===== src/rtl/pct_pkg.sv =====
package pct_pkg;
  localparam int NREG = 4;

  typedef enum logic [2:0] {
    SEL_LIM_HI   = 3'd0,
    SEL_LIM_LO   = 3'd1,
    SEL_LIM_KEEP = 3'd2,
    SEL_RUN      = 3'd3
  } reg_sel_e;

  typedef struct packed {
    logic [NREG-1:0] wr;
    logic [NREG-1:0] rd;
  } strobe_t;
endpackage


===== src/rtl/pct_decode.sv =====
module pct_decode #(
  parameter int ADDR_W = 5
) (
  input  logic              wr_en,
  input  logic              rd_en,
  input  logic [ADDR_W-1:0] addr,
  output pct_pkg::strobe_t  stb
);
  logic [2:0]               sel;
  logic [pct_pkg::NREG-1:0] wr_v;
  logic [pct_pkg::NREG-1:0] rd_v;

  assign sel = addr[4:2];

  for (genvar i = 0; i < pct_pkg::NREG; i++) begin : g_sel
    assign wr_v[i] = wr_en && (sel == 3'(i));
    assign rd_v[i] = rd_en && (sel == 3'(i));
  end

  assign stb = '{wr: wr_v, rd: rd_v};
endmodule


===== src/rtl/pct_ctrl.sv =====
module pct_ctrl #(
  parameter int DATA_W = 32,
  parameter int SUB_W  = 9,
  localparam int UNIT_W = 2*DATA_W - SUB_W,
  localparam int LO_W   = DATA_W - SUB_W,
  localparam int TLIM_W = DATA_W - 1 - SUB_W
) (
  input  logic              clk,
  input  logic              rst_n,
  input  logic              user_mode_i,
  input  pct_pkg::strobe_t  stb,
  input  logic [DATA_W-1:0] wdata,
  output logic [UNIT_W-1:0] lim,
  output logic              user_q,
  output logic              run_q,
  output logic              mode_in,
  output logic              mode_out,
  output logic              cnt_clr
);
  import pct_pkg::*;

  localparam logic [UNIT_W-1:0] TMAX_U = UNIT_W'({TLIM_W{1'b1}});

  function automatic logic [UNIT_W-1:0] fix_zero(input logic [UNIT_W-1:0] u);
    return (u == '0) ? TMAX_U : u;
  endfunction

  function automatic logic [UNIT_W-1:0] timer_units(input logic [DATA_W-1:0] w);
    return fix_zero(UNIT_W'(w[DATA_W-2:SUB_W]));
  endfunction

  logic unused_wbits;
  assign unused_wbits = ^wdata[SUB_W-1:1];

  assign mode_in  = user_mode_i & ~user_q;
  assign mode_out = ~user_mode_i & user_q;
  assign cnt_clr  = mode_in | mode_out |
                    (user_q ? (stb.wr[SEL_LIM_HI] | stb.wr[SEL_LIM_LO])
                            : stb.wr[SEL_LIM_HI]);

  always_ff @(posedge clk) begin
    if (!rst_n) begin
      user_q <= 1'b0;
      run_q  <= 1'b1;
      lim    <= TMAX_U;
    end else begin
      user_q <= user_mode_i;
      if (mode_in) begin
        lim   <= '1;
        run_q <= 1'b1;
      end else if (mode_out) begin
        lim   <= TMAX_U;
        run_q <= 1'b1;
      end else if (user_q) begin
        if (stb.wr[SEL_LIM_HI])
          lim <= fix_zero({wdata, lim[LO_W-1:0]});
        else if (stb.wr[SEL_LIM_LO])
          lim <= fix_zero({lim[UNIT_W-1:LO_W], wdata[DATA_W-1:SUB_W]});
        if (stb.wr[SEL_RUN])
          run_q <= wdata[0];
      end else if (stb.wr[SEL_LIM_HI] || stb.wr[SEL_LIM_KEEP]) begin
        lim <= timer_units(wdata);
      end
    end
  end


  entry_lim_chk: assert property (@(posedge clk) disable iff (!rst_n)
    mode_in |=> (lim == '1) && run_q && user_q);


  timer_run_chk: assert property (@(posedge clk) disable iff (!rst_n)
    (!user_q && !user_mode_i && stb.wr[SEL_RUN]) |=> run_q);


  exit_lim_chk: assert property (@(posedge clk) disable iff (!rst_n)
    mode_out |=> (lim == TMAX_U) && !user_q);


  lim_nonzero_chk: assert property (@(posedge clk) disable iff (!rst_n)
    (stb.wr != '0) |=> (lim != '0));
endmodule


===== src/rtl/pct_count.sv =====
module pct_count #(
  parameter int UNIT_W = 55
) (
  input  logic              clk,
  input  logic              rst_n,
  input  logic              tick_en,
  input  logic              clr_i,
  input  logic              ack_i,
  input  logic [UNIT_W-1:0] lim,
  output logic [UNIT_W-1:0] cnt,
  output logic              irq,
  output logic              wrap_evt
);
  function automatic logic [UNIT_W:0] step(input logic [UNIT_W-1:0] c);
    return {1'b0, c} + (UNIT_W+1)'(1);
  endfunction

  logic [UNIT_W:0] nxt;
  assign nxt      = step(cnt);
  assign wrap_evt = tick_en && !clr_i && (nxt >= {1'b0, lim});

  always_ff @(posedge clk) begin
    if (!rst_n) begin
      cnt <= '0;
      irq <= 1'b0;
    end else if (clr_i) begin
      cnt <= '0;
      irq <= 1'b0;
    end else begin
      if (wrap_evt)     cnt <= '0;
      else if (tick_en) cnt <= nxt[UNIT_W-1:0];
      if (wrap_evt)     irq <= 1'b1;
      else if (ack_i)   irq <= 1'b0;
    end
  end


  wrap_zero_chk: assert property (@(posedge clk) disable iff (!rst_n)
    wrap_evt |=> (cnt == '0) && irq);


  irq_cause_chk: assert property (@(posedge clk) disable iff (!rst_n)
    $rose(irq) |-> $past(wrap_evt));


  clear_chk: assert property (@(posedge clk) disable iff (!rst_n)
    clr_i |=> (cnt == '0) && !irq);


  hold_chk: assert property (@(posedge clk) disable iff (!rst_n)
    (!tick_en && !clr_i) |=> $stable(cnt));
endmodule


===== src/rtl/proc_ctr_timer.sv =====
module proc_ctr_timer #(
  parameter int ADDR_W = 5,
  parameter int DATA_W = 32,
  parameter int SUB_W  = 9
) (
  input  logic              clk,
  input  logic              rst_n,
  input  logic              tick_i,
  input  logic              user_mode_i,
  input  logic              wr_en_i,
  input  logic              rd_en_i,
  input  logic [ADDR_W-1:0] addr_i,
  input  logic [DATA_W-1:0] wdata_i,
  output logic [DATA_W-1:0] rdata_o,
  output logic              irq_o
);
  import pct_pkg::*;

  localparam int UNIT_W = 2*DATA_W - SUB_W;
  localparam int LO_W   = DATA_W - SUB_W;
  localparam int TLIM_W = DATA_W - 1 - SUB_W;

  function automatic logic [DATA_W-1:0] fmt_timer(input logic [UNIT_W-1:0] u);
    return {1'b0, u[TLIM_W-1:0], {SUB_W{1'b0}}};
  endfunction

  function automatic logic [DATA_W-1:0] fmt_low(input logic [UNIT_W-1:0] u);
    return {u[LO_W-1:0], {SUB_W{1'b0}}};
  endfunction

  strobe_t           stb;
  logic [UNIT_W-1:0] lim;
  logic [UNIT_W-1:0] cnt;
  logic              user_q, run_q, mode_in, mode_out, cnt_clr;
  logic              tick_en, wrap_evt;

  pct_decode #(.ADDR_W(ADDR_W)) u_decode (
    .wr_en(wr_en_i), .rd_en(rd_en_i), .addr(addr_i), .stb(stb)
  );

  pct_ctrl #(.DATA_W(DATA_W), .SUB_W(SUB_W)) u_ctrl (
    .clk(clk), .rst_n(rst_n), .user_mode_i(user_mode_i), .stb(stb),
    .wdata(wdata_i), .lim(lim), .user_q(user_q), .run_q(run_q),
    .mode_in(mode_in), .mode_out(mode_out), .cnt_clr(cnt_clr)
  );

  assign tick_en = tick_i && (!user_q || run_q);

  pct_count #(.UNIT_W(UNIT_W)) u_count (
    .clk(clk), .rst_n(rst_n), .tick_en(tick_en), .clr_i(cnt_clr),
    .ack_i(stb.rd[SEL_LIM_HI]), .lim(lim), .cnt(cnt), .irq(irq_o),
    .wrap_evt(wrap_evt)
  );

  logic unused_misc;
  assign unused_misc = ^{addr_i[1:0], lim[UNIT_W-1:TLIM_W], mode_out};

  always_comb begin
    unique case (reg_sel_e'(addr_i[4:2]))
      SEL_LIM_HI:   rdata_o = user_q ? cnt[UNIT_W-1:LO_W] : fmt_timer(cnt);
      SEL_LIM_LO:   rdata_o = user_q ? fmt_low(cnt) : '0;
      SEL_LIM_KEEP: rdata_o = fmt_timer(lim);
      SEL_RUN:      rdata_o = DATA_W'(run_q);
      default:      rdata_o = '0;
    endcase
  end


  stopped_chk: assert property (@(posedge clk) disable iff (!rst_n)
    (user_q && user_mode_i && !run_q && !cnt_clr) |=> $stable(cnt));


  user_wr_clr_chk: assert property (@(posedge clk) disable iff (!rst_n)
    (user_q && user_mode_i && (stb.wr[SEL_LIM_HI] || stb.wr[SEL_LIM_LO]))
      |=> (cnt == '0) && !irq_o);


  entry_clr_chk: assert property (@(posedge clk) disable iff (!rst_n)
    mode_in |=> !irq_o && (cnt == '0));


  unmapped_chk: assert property (@(posedge clk) disable iff (!rst_n)
    (wr_en_i && addr_i[4] && !mode_in && !mode_out) |=> $stable(lim));
endmodule


===== config.mk =====
export PLATFORM = sky130hd
export DESIGN_NAME = proc_ctr_timer
export DESIGN_NICKNAME = d
export VERILOG_FILES = /design/src/rtl/pct_pkg.sv /design/src/rtl/pct_decode.sv /design/src/rtl/pct_ctrl.sv /design/src/rtl/pct_count.sv /design/src/rtl/proc_ctr_timer.sv
export SDC_FILE = /design/constraint.sdc
export NUM_CORES = 1
export LEC_CHECK = 0
export ABC_AREA = 1
export BUFFER_PORTS_ARGS = -buffer_cell sky130_fd_sc_hd__clkbuf_2
export CAP_MARGIN = 20
export CELL_PAD_IN_SITES_DETAIL_PLACEMENT = 0
export CELL_PAD_IN_SITES_GLOBAL_PLACEMENT = 2
export CORE_ASPECT_RATIO = 1.25
export CORE_UTILIZATION = 30
export DETAILED_ROUTE_END_ITERATION = 7
export GPL_ROUTABILITY_DRIVEN = 0
export PLACE_DENSITY_LB_ADDON = 0.1
export REMOVE_ABC_BUFFERS = 1
export SETUP_SLACK_MARGIN = 0.3
export SLEW_MARGIN = 10
export SYNTH_ARGS = -nofsm -noshare
export SYNTH_HDL_FRONTEND = slang
export SYNTH_HIERARCHICAL = 1
export SYNTH_SLANG_ARGS = --single-unit

===== constraint.sdc =====
create_clock -name clk -period 2.9 [get_ports clk]
set_input_delay 0.435 -clock clk [delete_from_list [all_inputs] [get_ports clk]]
set_output_delay 0.435 -clock clk [all_outputs]
set_load 0.05 [all_outputs]

Word level (Yosys, flattened, before mapping)

Cells that the tools add are included.

Bits in registers: 113
Output and inout bits: 33
Logic and storage cells: 66

Add/subtract/negate cells: 1
$lt $le $gt $ge: 1
Equal/unequal tests: 8
Mux-type cells: 15
Bitwise gates (word level): 8
Reductions and logical operators: 26

Operators by type and width:

| cell                    | number |
|---|---|
| $mux W55                | 8 |
| $pmux W32 S4            | 1 |
| $logic_not A55 Y1       | 2 |
| $mux W32                | 2 |
| $add A55 B1 Y56 const B | 1 |
| $ge A56 B55 Y1          | 1 |
| $logic_not A22 Y1       | 1 |
| $mux W22                | 1 |
| $reduce_and A3 Y1       | 3 |
| $logic_and A1 B1 Y1     | 8 |
| $eq A3 B2 Y1 const B    | 2 |
| $reduce_or A3 Y1        | 2 |
| $ne A5 B3 Y1 const B    | 1 |
| $ne A5 B4 Y1 const B    | 1 |
| $ne A5 B5 Y1 const B    | 1 |
| $reduce_bool A2 Y1      | 2 |
| $reduce_bool A4 Y1      | 1 |
| $eq A3 B1 Y1 const B    | 1 |
| $logic_not A3 Y1        | 1 |
| $mux W1                 | 3 |
| $ne A3 B1 Y1 const B    | 1 |
| $ne A3 B3 Y1 const B    | 1 |
| $not A1 Y1              | 3 |
| $or A1 B1 Y1            | 3 |
| other kinds (5)         | 8 |

Longest topological paths before layout

Word-level depth: 9
Mapped depth: 25
Gate-level depth less buffers: 24

Hierarchy

The synthesis kept the hierarchy.

By module, submodules not included:

| module         | instances | cells an instance | area each (µm²) | sequential area each (µm²) |
|---|---|---|---|---|
| pct_count      | 1         | 938               | 5906.9          | 1121.1 |
| pct_ctrl       | 1         | 665               | 3753.6          | 1141.1 |
| proc_ctr_timer | 1         | 248               | 1098.6          | 0.0 |
| pct_decode     | 1         | 17                | 68.8            | 0.0 |

Worst setup path after synthesis

Ideal clock, no wire load.

Path kind: reg2reg
Start: register u_count.cnt[0]
End: register u_count.cnt[2]
Library setup time: 0.124 ns
Arrival time: 2.774 ns
Setup slack: 0.002 ns
Cell stages (with the launch flop): 23
Buffers on the path: 1
Period minus slack after synthesis: 2.898 ns
Cell sequence: dfxtp_1 > ha_1 > nand2_1 > nor2_1 > inv_1 > nor2_1 > xor2_1 > inv_1 > ha_1 > nand2_1 > nor2_1 > nand2_1 > nor2_1 > nand2_1 > nand2_1 > nand2_1 > nand2_1 > nand2_1 > nand2_2 > nand2_4 > nand2_8 > buf_12 > nor2_4

Word-level cells in the longest chain between the ends: 4

Ends and longest elaborated chain:

| element                           | line            | text |
|---|---|---|
| from (decl)                       | pct_count.sv:10 | `output logic [UNIT_W-1:0] cnt,` |
| from (signal assigned)            | pct_count.sv:31 | `else if (tick_en) cnt <= nxt[UNIT_W-1:0];` |
| $add A55 B1 Y56                   | pct_count.sv:15 | `return {1'b0, c} + (UNIT_W+1)'(1);` |
| named net u_count.nxt[12]         | pct_count.sv:18 | `logic [UNIT_W:0] nxt;` |
| $ge A56 B55 Y1                    | pct_count.sv:20 | `assign wrap_evt = tick_en && !clr_i && (nxt >= {1'b0, lim});` |
| $logic_and A1 B1 Y1               | pct_count.sv:20 |  |
| $reduce_or A3 Y1 (no source line) | -               |  |

The timed path passes the listed nets, and every way through them passes these cells.
A chain may end at the register's enable or synchronous reset.

Final worst setup path

Start: register u_count.cnt[6]
End: register u_count.cnt[16]

The elaborated chain is that of the path after synthesis.

==> Implementation_results.wiki <==
{| class="wikitable"
! Metric !! Value
|-
| Sink count of the clock tree || 113
|-
| Clock Tree Buf Depth || 2
|-
| Slowest-stage cell, CP || dfxtp_4
|-
| Outcome || finished, violations left
|-
| Crit end category || flip-flop
|-
| Total of warnings raised by yosys || 6
|-
| Slew Limit Fails || 0
|-
| Overflow after GRT || 0
|-
| Peak fanout along the critical path || 5
|-
| Placed cell count || 2587
|-
| LEAKAGE || 7.77 nW
|-
| Worst-Skew Late Latency || ~0.45 ns
|-
| Data arrival at the endpoint of the critical path || 3.58 ns
|-
| Final instance area || 0.0155 mm²
|-
| Post-route fraction of the period consumed by the critical path || 1.11
|-
| # DRC || 0
|-
| Worst hold slack across all endpoints || roughly 0.21 ns
|-
| Cell count after synthesis || 1864
|-
| Number of DRC markers after the initial detailed-route iteration || 608
|-
| Level count of the clock H-tree || 4
|-
| Number of hold-repair buffers added at the cts stage || 0
|-
| Global-route wire length before repair || 67900 µm
|-
| Peak per-stage delay on the critical path || 0.38 ns
|-
| Highest clock frequency the design can meet || 0.312 GHz
|-
| Number of maximum-capacitance constraint violations || 0
|-
| Number of port buffers || 73
|-
| Critical path start-end classification || flip-flop to flip-flop
|-
| Die ar. || 0.0368 mm²
|-
| Final antenna-violating net count || 0
|-
| Power density relative to cell area || 320 mW/mm²
|-
| Setup violation total in the final timing report || 56
|-
| Largest net degree at the start of global routing || 39
|-
| Vias in the first global route || between 10000 and 15000
|-
| Final sum of negative setup slack || -14.96 ns
|-
| Crit path required time || ~3.3 ns
|-
| Hold Fails Final Rpt || 0
|-
| Highest ir drop seen on vdd || 0.000346 V
|-
| Die extent in y || 214 µm
|-
| Tightest slew margin relative to the limit || 0.470
|-
| Growth of design area from synthesis to finish || 43.6%
|-
| Half-perimeter wire length after detailed placement || 36200 µm
|-
| Min setup slack post-route || -0.308 ns
|-
| Failing checks || setup timing
|-
| Library cell appearing most often on the critical path || nand2_2
|-
| Starting density of the core || 0.305
|-
| Crit path launch type || flip-flop
|-
| Netlist area before placement || 0.0108 mm²
|-
| Clock-pin slew on the worst setup and hold paths || 0.06 ns
|-
| Overall fraction of global-route tracks in use || 0.252
|-
| Clk_skew || 0.0123 ns
|-
| Average routed wire per standard cell || 17.0 µm
|-
| Detailed Routing Iterations Pass 1 || 7
|-
| Shortest clock period the worst path allows after layout || 3.21 ns
|-
| Antenna violations before repair || 0
|-
| Wirelength, routed || between 40000 and 50000 µm
|-
| Number of vias per cell after detailed routing || 4.54
|-
| Synthesized area per cell || 5.80 µm²
|-
| Worst Max-Slew Pin Slew || a little under 0.8 ns
|-
| Area after DPL || 0.0132 mm²
|-
| I/O Pins || 76
|-
| Setup repair after global routing missed its margin || true
|-
| Root Driver || clkbuf_16
|-
| Min-delay worst type || input pin to flip-flop
|-
| TritonCTS buffer count || 17
|-
| Layout cell share with drive strength beyond 1 || 0.335
|-
| TritonCTS clock tree || built
|-
| Area of the core region || 0.0355 mm²
|-
| Overall via count from detail_route || 12100
|-
| FP Rows || 77
|-
| Final antenna diode count || 0
|-
| Final Net Count || about 2300
|-
| Final cell count without fillers || 2665
|-
| Horizontal die dimension || 172 µm
|-
| Post-route total power || 4.97 mW
|}
==> cell type report <==
type	instances	area, µm²
Clock inverter	12	159
Clock buffer	19	433
Timing Repair Buffer	366	2890
Multi-Input combinational cell	1362	7930
Fill cell	3943	19900
Tap cell	474	593
Inverter	319	1200
Sequential cell	113	2320
==> stage by stage <==
step,util,worst slack [ns]
after floorplan,-,-1.20
after global placement,0.373,-0.741
after detailed placement,0.373,-0.711
after CTS,0.427,-0.246
after global routing,0.438,-0.504
final,0.438,-0.308
==> placed cells by master, fill, tap and decap left out, drive strengths merged, types with 6 or more instances in the layout <==
cell and instances:
xor2 30, clkinvlp 6, nor2 302, nor4 23, nor3 35, dfxtp 113, a21oi 48, o21ai 54
nand2 648, ha 59, nand4 30, nand3 107, buf 291, clkbuf 94, inv 318
==> report_power, final <==
part           leakage (nW)  switching, mW  internal [mW]
Combinational          6.56          0.692          0.388
Clock                 0.272          0.849           1.35
Sequential            0.940         0.0711           1.63
==> critical path: cells and delay by family (launching register included) <==
kind / cells / cell delay (ns)
flops: 1 / 0.38
fa+ha+maj: 1 / 0.20
simple gates: 17 / 1.52
xor+xnor: 1 / 0.14
buf+inv: 7 / 0.92
==> path summary, 6_finish.rpt <==
check                           cells after the start  slack, ns         endpoint            from
worst max-delay path                               26      -0.31  u_count/cnt[16]  u_count/cnt[6]
worst min-delay path                                3       0.21    u_ctrl/user_q     user_mode_i
worst max register to register                     26      -0.31  u_count/cnt[16]  u_count/cnt[6]
worst min register to register                      2       0.52     u_ctrl/run_q    u_ctrl/run_q
==> layer usage <==
layer  vias up  wire (µm)  track usage
met5         -          0            0
met4         0       1730        0.109
met3        69       1410       0.0277
met2       234      22600        0.438
met1      5461      19500        0.309
li1       6331          -            -
==> registers in the layout, summed over array words and instances (netlist names) <==
signal / count
u_count/cnt: 55
u_count/irq: 1
u_ctrl/lim: 55
u_ctrl/run_q: 1
u_ctrl/user_q: 1
==> timing repair <==
action                     in CTS  in global routing
setup endpoints to repair      56                 56
pin swaps                      69                 57
setup buffers                  34                  7
cloned                          4                  2
gates resized for setup       247                 74
(Power assumes the default switching activity.)
